## config.mk

```make
export PLATFORM = sky130hd
export DESIGN_NAME = uart_tx_status
export DESIGN_NICKNAME = d
export VERILOG_FILES = /design/src/rtl/uart_txs_pkg.sv /design/src/rtl/txs_occupancy.sv /design/src/rtl/txs_threshold.sv /design/src/rtl/txs_flags.sv /design/src/rtl/uart_tx_status.sv
export SDC_FILE = /design/constraint.sdc
export NUM_CORES = 1
export LEC_CHECK = 0
export ABC_AREA = 0
export CAP_MARGIN = 15
export CORE_UTILIZATION = 45
export CTS_CLUSTER_SIZE = 12
export DETAILED_ROUTE_END_ITERATION = 8
export PLACE_DENSITY_LB_ADDON = 0.25
export SKIP_CTS_REPAIR_TIMING = 1
export SLEW_MARGIN = 20
export SYNTH_ARGS = -nofsm -noshare
export SYNTH_HDL_FRONTEND = slang
export SYNTH_SLANG_ARGS = --single-unit
```

## constraint.sdc

```tcl
create_clock -name clk -period 3.36 [get_ports clk]
set_clock_uncertainty 0.2 [all_clocks]
set_input_delay 0.336 -clock clk [delete_from_list [all_inputs] [get_ports clk]]
set_output_delay 0.336 -clock clk [all_outputs]
set_load 0.01 [all_outputs]
```

## src/rtl/uart_txs_pkg.sv

```systemverilog
package uart_txs_pkg;
  // threshold select codes for the alternate-mode interrupt
  typedef enum logic [1:0] {
    THR_EMPTY   = 2'b00,
    THR_TWO     = 2'b01,
    THR_QUARTER = 2'b10,
    THR_HALF    = 2'b11
  } thr_sel_e;
endpackage

```

## src/rtl/txs_occupancy.sv

```systemverilog
module txs_occupancy #(
  parameter int DEPTH = 16,
  localparam int CW = $clog2(DEPTH + 1)
) (
  input  logic          clk,
  input  logic          rst,
  input  logic          wr_stb,
  input  logic          sr_load,
  input  logic          sr_done,
  input  logic          fifo_on,
  output logic [CW-1:0] cnt_nx,
  output logic          busy_nx
);
  logic [CW-1:0] cnt_q;
  logic          busy_q;
  logic          fifo_on_q;
  logic [CW-1:0] cap;
  logic          flush, wr_ok, ld_ok;

  assign flush = fifo_on ^ fifo_on_q;
  assign cap   = fifo_on ? CW'(DEPTH) : CW'(1);
  assign wr_ok = !flush && wr_stb && (cnt_q < cap);
  assign ld_ok = !flush && sr_load && (cnt_q != '0) && (!busy_q || sr_done);

  always_comb begin
    cnt_nx = cnt_q;
    if (flush) begin
      cnt_nx = '0;
    end else begin
      case ({wr_ok, ld_ok})
        2'b10:   cnt_nx = cnt_q + CW'(1);
        2'b01:   cnt_nx = cnt_q - CW'(1);
        default: cnt_nx = cnt_q;
      endcase
    end
  end

  assign busy_nx = ld_ok ? 1'b1 : (sr_done ? 1'b0 : busy_q);

  always_ff @(posedge clk) begin
    if (rst) begin
      cnt_q     <= '0;
      busy_q    <= 1'b0;
      fifo_on_q <= 1'b0;
    end else begin
      cnt_q     <= cnt_nx;
      busy_q    <= busy_nx;
      fifo_on_q <= fifo_on;
    end
  end

  assert_cnt_bound_R2: assert property (@(posedge clk) disable iff (rst)
    cnt_q <= CW'(DEPTH));

  assert_full_write_ignored_R2: assert property (@(posedge clk) disable iff (rst)
    (cnt_q == cap && wr_stb && !sr_load && !flush) |=> $stable(cnt_q));

  assert_load_busy_R3: assert property (@(posedge clk) disable iff (rst)
    (sr_load && cnt_q != '0 && !busy_q && !flush) |=> busy_q);

  assert_flush_R9: assert property (@(posedge clk) disable iff (rst)
    flush |=> (cnt_q == '0));
endmodule

```

## src/rtl/txs_threshold.sv

```systemverilog
module txs_threshold
  import uart_txs_pkg::*;
#(
  parameter int DEPTH = 16,
  localparam int CW = $clog2(DEPTH + 1)
) (
  input  logic [CW-1:0] level,
  input  logic [1:0]    thr_sel,
  output logic          at_or_below
);
  logic [CW-1:0] limit;

  always_comb begin
    case (thr_sel_e'(thr_sel))
      THR_EMPTY:   limit = '0;
      THR_TWO:     limit = CW'(2);
      THR_QUARTER: limit = CW'(DEPTH / 4);
      default:     limit = CW'(DEPTH / 2);
    endcase
  end

  assign at_or_below = (level <= limit);
endmodule

```

## src/rtl/txs_flags.sv

```systemverilog
module txs_flags #(
  parameter int DEPTH = 16,
  localparam int CW = $clog2(DEPTH + 1)
) (
  input  logic          clk,
  input  logic          rst,
  input  logic [CW-1:0] cnt_nx,
  input  logic          busy_nx,
  input  logic          fifo_on,
  input  logic          alt_mode,
  input  logic          irq_en,
  input  logic          below,
  output logic          hold_empty,
  output logic          tx_empty,
  output logic          tx_irq
);
  logic prog, prog_q, empty_nx, full_nx, flag_nx;

  assign prog     = alt_mode && fifo_on;
  assign empty_nx = (cnt_nx == '0);
  assign full_nx  = (cnt_nx == CW'(DEPTH));
  assign flag_nx  = prog ? full_nx : empty_nx;

  always_ff @(posedge clk) begin
    if (rst) begin
      hold_empty <= 1'b1;
      tx_empty   <= 1'b1;
      tx_irq     <= 1'b0;
      prog_q     <= 1'b0;
    end else begin
      hold_empty <= flag_nx;
      tx_empty   <= empty_nx && !busy_nx;
      tx_irq     <= irq_en && (prog ? below : empty_nx);
      prog_q     <= prog;
    end
  end

  assert_reset_R1: assert property (@(posedge clk)
    rst |=> (hold_empty && tx_empty && !tx_irq));

  assert_temt_implies_empty_R4: assert property (@(posedge clk) disable iff (rst)
    (tx_empty && !prog_q) |-> hold_empty);

  assert_full_not_temt_R6: assert property (@(posedge clk) disable iff (rst)
    (prog_q && hold_empty) |-> !tx_empty);

  assert_irq_follows_flag_R7: assert property (@(posedge clk) disable iff (rst)
    (tx_irq && !prog_q) |-> hold_empty);
endmodule

```

## src/rtl/uart_tx_status.sv

```systemverilog
module uart_tx_status #(
  parameter int DEPTH = 16
) (
  input  logic       clk,
  input  logic       rst,
  input  logic       wr_stb,
  input  logic       sr_load,
  input  logic       sr_done,
  input  logic       fifo_on,
  input  logic       alt_mode,
  input  logic       irq_en,
  input  logic [1:0] thr_sel,
  output logic       hold_empty,
  output logic       tx_empty,
  output logic       tx_irq
);
  localparam int CW = $clog2(DEPTH + 1);

  logic [CW-1:0] cnt_nx;
  logic          busy_nx;
  logic          below;

  txs_occupancy #(.DEPTH(DEPTH)) occ_i (
    .clk     (clk),
    .rst     (rst),
    .wr_stb  (wr_stb),
    .sr_load (sr_load),
    .sr_done (sr_done),
    .fifo_on (fifo_on),
    .cnt_nx  (cnt_nx),
    .busy_nx (busy_nx)
  );

  txs_threshold #(.DEPTH(DEPTH)) thr_i (
    .level       (cnt_nx),
    .thr_sel     (thr_sel),
    .at_or_below (below)
  );

  txs_flags #(.DEPTH(DEPTH)) flg_i (
    .clk        (clk),
    .rst        (rst),
    .cnt_nx     (cnt_nx),
    .busy_nx    (busy_nx),
    .fifo_on    (fifo_on),
    .alt_mode   (alt_mode),
    .irq_en     (irq_en),
    .below      (below),
    .hold_empty (hold_empty),
    .tx_empty   (tx_empty),
    .tx_irq     (tx_irq)
  );
endmodule

```

# Word-level counts from Yosys, hierarchy flattened
# Index checks and enable logic that the tools add are counted.
dict set report op_classes {
  add_sub_neg 2
  magnitude_cmp 2
  eq_ne 5
  mux 8
  bitwise_logic 1
  reduce_logical 15
}
# operator n
set ops {}
lappend ops {{$pmux W4 S3} 1}
lappend ops {{$mux W5} 2}
lappend ops {{$pmux W5 S2} 1}
lappend ops {{$logic_and A1 B1 Y1} 8}
lappend ops {{$add A5 B1 Y5 const B} 1}
lappend ops {{$eq A5 B5 Y1 const B} 1}
lappend ops {{$le A5 B4 Y1} 1}
lappend ops {{$logic_not A5 Y1} 1}
lappend ops {{$lt A5 B5 Y1} 1}
lappend ops {{$reduce_bool A5 Y1} 1}
lappend ops {{$sub A5 B1 Y5 const B} 1}
lappend ops {{$eq A2 B1 Y1 const B} 2}
lappend ops {{$eq A2 B2 Y1 const B} 2}
lappend ops {{$mux W1} 4}
lappend ops {{$logic_not A1 Y1} 3}
lappend ops {{$logic_not A2 Y1} 1}
lappend ops {{$logic_or A1 B1 Y1} 1}
lappend ops {{$xor A1 B1 Y1} 1}
dict set report word_totals {
  reg_bits 10
  out_inout_bits 3
  elab_cells 39
}

# Logic depth before layout (Yosys ltp)
dict set report depth {
  depth_word 11
  ltp_mapped 21
}

# By module
# Synthesis repeated with hierarchy kept, for this count alone.
dict set report unflattened {
  cells_unflattened 90
  area_unflattened_um2 750.7
}
# mod instances cells_each area_per_inst_um2
set modules_own_cells {}
lappend modules_own_cells {txs_occupancy 1 65 523.0}
lappend modules_own_cells {txs_flags 1 12 137.6}
lappend modules_own_cells {txs_threshold 1 13 90.1}

# Least setup slack after synthesis
# OpenSTA, ideal clock, no wires.
dict set report synth_timing {
  path_kind {reg-to-reg}
  startpoint {register occ_i.cnt_q[1]}
  endpoint {register flg_i.tx_irq}
  setup_ns 0.070
  arrival_time_ns 3.390
  setup_slack_ns -0.300
  path_stages_with_launch 22
  path_buffers 2
  synth_period_minus_slack_ns 3.660
  cell_sequence {dfxtp_1 clkbuf_2 nor2_1 nand2_1 or3_1 o21ai_0 nand3b_1 ha_1 buf_6 xor2_1 ha_1 a21oi_1 xor2_1 nor2_1 xnor2_1 nor2_1 ha_1 a21o_1 a21oi_1 o21bai_1 a21o_1 a21oi_1}
}
dict set report synth_via {
  elab_chain_len 9
  elab_cells_between_ends 15
  classes_between {add/sub (2); order compare (2); eq/ne (2); mux (3); reduce/logical (6)}
}
# element line_no
set synth_lines {}
lappend synth_lines {{start, declared} txs_occupancy.sv:14} ;# logic [CW-1:0] cnt_q;
lappend synth_lines {{start signal, assigned} txs_occupancy.sv:46} ;# cnt_q <= cnt_nx;
lappend synth_lines {{branches (longest 4 deep; another with $lt A5 B5 Y1)} n/a}
lappend synth_lines {{$pmux W5 S2 *} txs_occupancy.sv:30} ;# case ({wr_ok, ld_ok})
lappend synth_lines {{$mux W5 *} txs_occupancy.sv:27} ;# if (flush) begin
lappend synth_lines {{net cnt_nx[2]} uart_tx_status.sv:19} ;# logic [CW-1:0] cnt_nx;
lappend synth_lines {{$le A5 B4 Y1 or $logic_not A5 Y1 (tied branches)} {txs_threshold.sv:22, txs_flags.sv:20}}
lappend synth_lines {{$mux W1 *} txs_flags.sv:33} ;# tx_irq <= irq_en && (prog ? below : empty_nx);
lappend synth_lines {{$logic_and A1 B1 Y1 *} txs_flags.sv:33}
lappend synth_lines {{end signal, assigned} txs_flags.sv:33}
lappend synth_lines {{end, declared} txs_flags.sv:15} ;# output logic tx_irq
# Mark *: on every way through the listed nets, which the timed path passes.
# A chain may end at the register's enable or synchronous reset.

# Worst setup path in the final report
dict set report layout_timing {
  startpoint {register occ_i.cnt_q[0]}
  endpoint {register flg_i.tx_irq}
}
# The elaborated chain is that of the path after synthesis.

==> summary.md <==
| Metric | Value |
|---|---|
| Setup crit start kind | flop |
| P_sw | 0.00008893 W |
| Capture point of the worst reg-to-reg path | flg_i.tx_irq$_SDFF_PP0_ |
| Min Tclk post-route | 3.513 ns |
| Num ports | 13 |
| Place WS | -0.5596 ns |
| Syn Nets | 108 |
| Largest net degree at the start of global routing | 11 |
| CP delay by family, top | compound AO/OA/AOI/OAI gates |
| HPWL Detailed | 1267 microns |
| Hold endpoint | occ_i.fifo_on_q$_SDFF_PP0_ |
| Area after DPL | 993.5 sq um |
| Hold_sp | fifo_on |
| Cells on Worst Hold Path | 4 |
| Max_cap viols | 0 |
| WL per Instance | 12.73 microns |
| Final instance area | 1071 sq um |
| Pint | 0.0002388 W |
| # port buffers | 12 |
| CTS clk-pin slew, worst paths | 0.07 ns |
| Seq pwr share | 0.386 |
| Failing checks | setup timing |
| Sw Ratio | 0.2714 |
| Die H | 42.19 microns |
| Crit path arrival time | 3.52 ns |
| Register area | 201.4 sq um |
| RSZ-0062 raised after global routing | yes |
| Htree depth | 1 |
| P per Cell Area | 306.0 nW/um^2 |
| Avg Cell Area, Syn | 7.988 sq um |
| Max clock buf depth | 2 |
| Finished Layout Cells | 137 |
| Syn-to-layout area delta | 47.33% |
| First-pass GRT wire length | 2842 microns |
| Hold crit path type | input port to flop |
| Result of the run | finished, violations left |
| WL final | 1744 microns |
| Crit-path max cell delay | 0.33 ns |
| Clk_lat worst skew | 0.27 ns |
| CP Class | flop to flop |
| Die width | 42.19 microns |
| Reg2reg start | occ_i.cnt_q[0]$_SDFF_PP0_ |
| Final Max Tran Viols | 0 |
| Seq/Total Area, Yosys | 0.2754 |
| Grt ovf | 0 |
| Fin nets | 139 |
| Static leakage | 0.4717 nW |
| Vias per cell | 5.401 |
| GRT Total Usage | 0.2143 |
| Vias | 740 |
| Comb power frac | 0.276 |
| Share of cells above drive strength 1 | 0.3140 |
| Slowest stage cell, crit path | dfxtp_2 |
| #FFs+latches synth | 10 |
| Initial antenna violation count | 0 |
| DRC viols | 0 |
| Crit-path cells | nor2_4 > nand2_2 > or3_1 > o21ai_1 > nand3b_1 > ha_2 > xor2_1 > ha_2 > a21oi_2 > xor2_1 > nor2_2 > xnor2_2 > nor2_1 > ha_1 > a21o_1 > a21oi_2 > o21bai_1 > a21o_1 > a21oi_1 |
| Final ANT Viol Nets | 0 |
| CP required | 3.37 ns |
| Worst hold slack | 0.2548 ns |
| Number of global-route vias before repair | 683 |
| # clock sinks | 10 |
| Mapped Area | 726.9 sq um |
| Fill cell count | 126 |
| Rel. slew slack | 0.7584 |
| Post-Synthesis Cells | 91 |
| Crit path max fanout | 2 |
| WP buf/inv | 0 |
| DIE AREA | 1780 sq um |
| Tcrit/Tclk final | 1.045 |
| Rows | 14 |
| Slew @ Worst Pin | 0.3612 ns |
| Worst VDD drop | 0.3153 mV |
| Initial core utilization | 0.4826 |
| Clock share of power | 0.338 |
| Core Area | 1506 sq um |
| Multi-input logic area | 533.0 sq um |
| Starting DRT DRC Count | 25 |
| Endpoints failing setup | 1 |
| Yosys Warn Count | 0 |
| Synth cell types | 32 |
| R2R depth | 19 |
| Post-route setup slack | -0.1527 ns |
| Critical Path End Type | flop |
| Reg-to-reg setup timing slack | -0.15 ns |
| Placed Instances | 132 |
| Root buffer cell | clkbuf_4 |
| Max Clock Freq | 284.7 MHz |
| DR pass1 iterations | 4 |
| Power, Total | 0.0003277 W |
| Antenna Cells | 0 |
| CTS tree | yes |
| GP Congestion | 0.8181 |
| Fin. Hold Viols | 0 |
| TritonCTS Buffers | 3 |
per-stage QoR:
step	TNS, ns	utilization
detailed placement	-1.215	0.6595
finish	-0.1527	0.7110
global placement	-1.096	0.6595
CTS	-0.3986	0.6836
floorplan	-0.1156	-
global route	-0.4227	0.7110
final cells by class:
class	instances	area share
clock buffer	4	0.03388
inverter	4	0.01402
multi-input combinational	72	0.4977
sequential	10	0.1881
tap	16	0.01869
timing repair buffer	31	0.2477
state kept, by name (all words and copies together) (netlist names):
name,count
flg_i.hold_empty,1
flg_i.tx_empty,1
flg_i.tx_irq,1
occ_i.busy_q,1
occ_i.cnt_q,5
occ_i.fifo_on_q,1
placed cells by master, fill, tap and decap left out, types with 2 or more instances in the layout:
cell,count
a21o_1,2
a21oi_1,7
a21oi_2,2
a31oi_1,2
buf_4,19
clkbuf_4,3
clkdlybuf4s50_1,11
dfxtp_1,9
ha_1,5
ha_2,2
inv_1,3
nand2_1,3
nand2b_1,4
nand3_1,2
nand3b_1,2
nor2_1,6
nor2_2,2
nor2b_1,3
nor3_1,5
o21ai_0,2
o21ai_1,2
or3_1,2
xnor2_2,2
xor2_1,3
kinds of logic after synthesis:
logic type / count (synthesis) / share of synthesized area
buffers and inverters: 9 / 0.06022
xor gates and xnor gates: 7 / 0.08434
muxes: 2 / 0.02926
AOI/OAI and AO/OA: 23 / 0.1962
adders and majority gates: 7 / 0.1205
and+or+nand+nor: 33 / 0.2341
DFF: 10 / 0.2754
per-layer routing:
metal / global-route usage / share of wire
met2: 0.3846 / 0.53
met1: 0.2440 / 0.43
met5: 0 / 0
met4: 0.09375 / 0.0069
met3: 0.03879 / 0.036
cell usage after synthesis (all sizes together):
| library cell | count | area share |
|---|---|---|
| dfxtp | 10 | 0.28 |
| a21oi | 9 | 0.062 |
| nor2 | 9 | 0.046 |
| ha | 7 | 0.12 |
| nor3 | 5 | 0.034 |
| inv | 4 | 0.021 |
| nand2 | 4 | 0.021 |
| nand2b | 4 | 0.034 |
| o21ai | 4 | 0.028 |
| xor2 | 4 | 0.048 |
| clkbuf | 3 | 0.017 |
| nor2b | 3 | 0.026 |
| xnor2 | 3 | 0.036 |
| a21o | 2 | 0.021 |
| a31oi | 2 | 0.017 |
| buf | 2 | 0.022 |
| nand3 | 2 | 0.014 |
| nand3b | 2 | 0.021 |
| or3 | 2 | 0.017 |
| a211o | 1 | 0.014 |
| a211oi | 1 | 0.010 |
| a22o | 1 | 0.012 |
| a311oi | 1 | 0.012 |
| and3b | 1 | 0.012 |
| mux2 | 1 | 0.015 |
| mux2i | 1 | 0.014 |
| nand4 | 1 | 0.0086 |
| o211ai | 1 | 0.010 |
| o21bai | 1 | 0.010 |
worst max path at each step:
| stage | startpoint | endpoint | slack [ns] | cells past startpoint |
|---|---|---|---|---|
| after CTS | fifo_on | flg_i.tx_irq$_SDFF_PP0_ | -0.35 | 20 |
| after global routing | occ_i.cnt_q[0]$_SDFF_PP0_ | flg_i.tx_irq$_SDFF_PP0_ | -0.42 | 19 |
| final | occ_i.cnt_q[0]$_SDFF_PP0_ | flg_i.tx_irq$_SDFF_PP0_ | -0.15 | 19 |
| after floorplan | occ_i.cnt_q[1]$_SDFF_PP0_ | flg_i.tx_irq$_SDFF_PP0_ | -0.12 | 21 |
| after global placement | fifo_on | flg_i.tx_irq$_SDFF_PP0_ | -0.56 | 20 |
| after detailed placement | fifo_on | flg_i.tx_irq$_SDFF_PP0_ | -0.56 | 20 |
worst reg2reg max path: cells and delay by family, from the launching register on:
| family | cells | cell delay (ns) |
|---|---|---|
| flops | 1 | 0.33 |
| xor+xnor | 3 | 0.55 |
| compound gates | 7 | 0.93 |
| fa+ha+maj | 3 | 0.71 |
| simple gates | 6 | 0.73 |
power groups by stage:
| stage | Combinational [W] | Sequential, W | Clock (W) |
|---|---|---|---|
| 3_3_place_gp | 0.0000834 | 0.000129 | 0 |
| 3_5_place_dp | 0.0000850 | 0.000129 | 0 |
| 5_1_grt | 0.0000992 | 0.000127 | 0.000114 |
| 2_1_floorplan | 0.0000443 | 0.000131 | 0 |
| 6_report | 0.0000906 | 0.000126 | 0.000111 |
| 4_1_cts | 0.0000869 | 0.000126 | 0.000112 |
(Power assumes the default switching activity.)
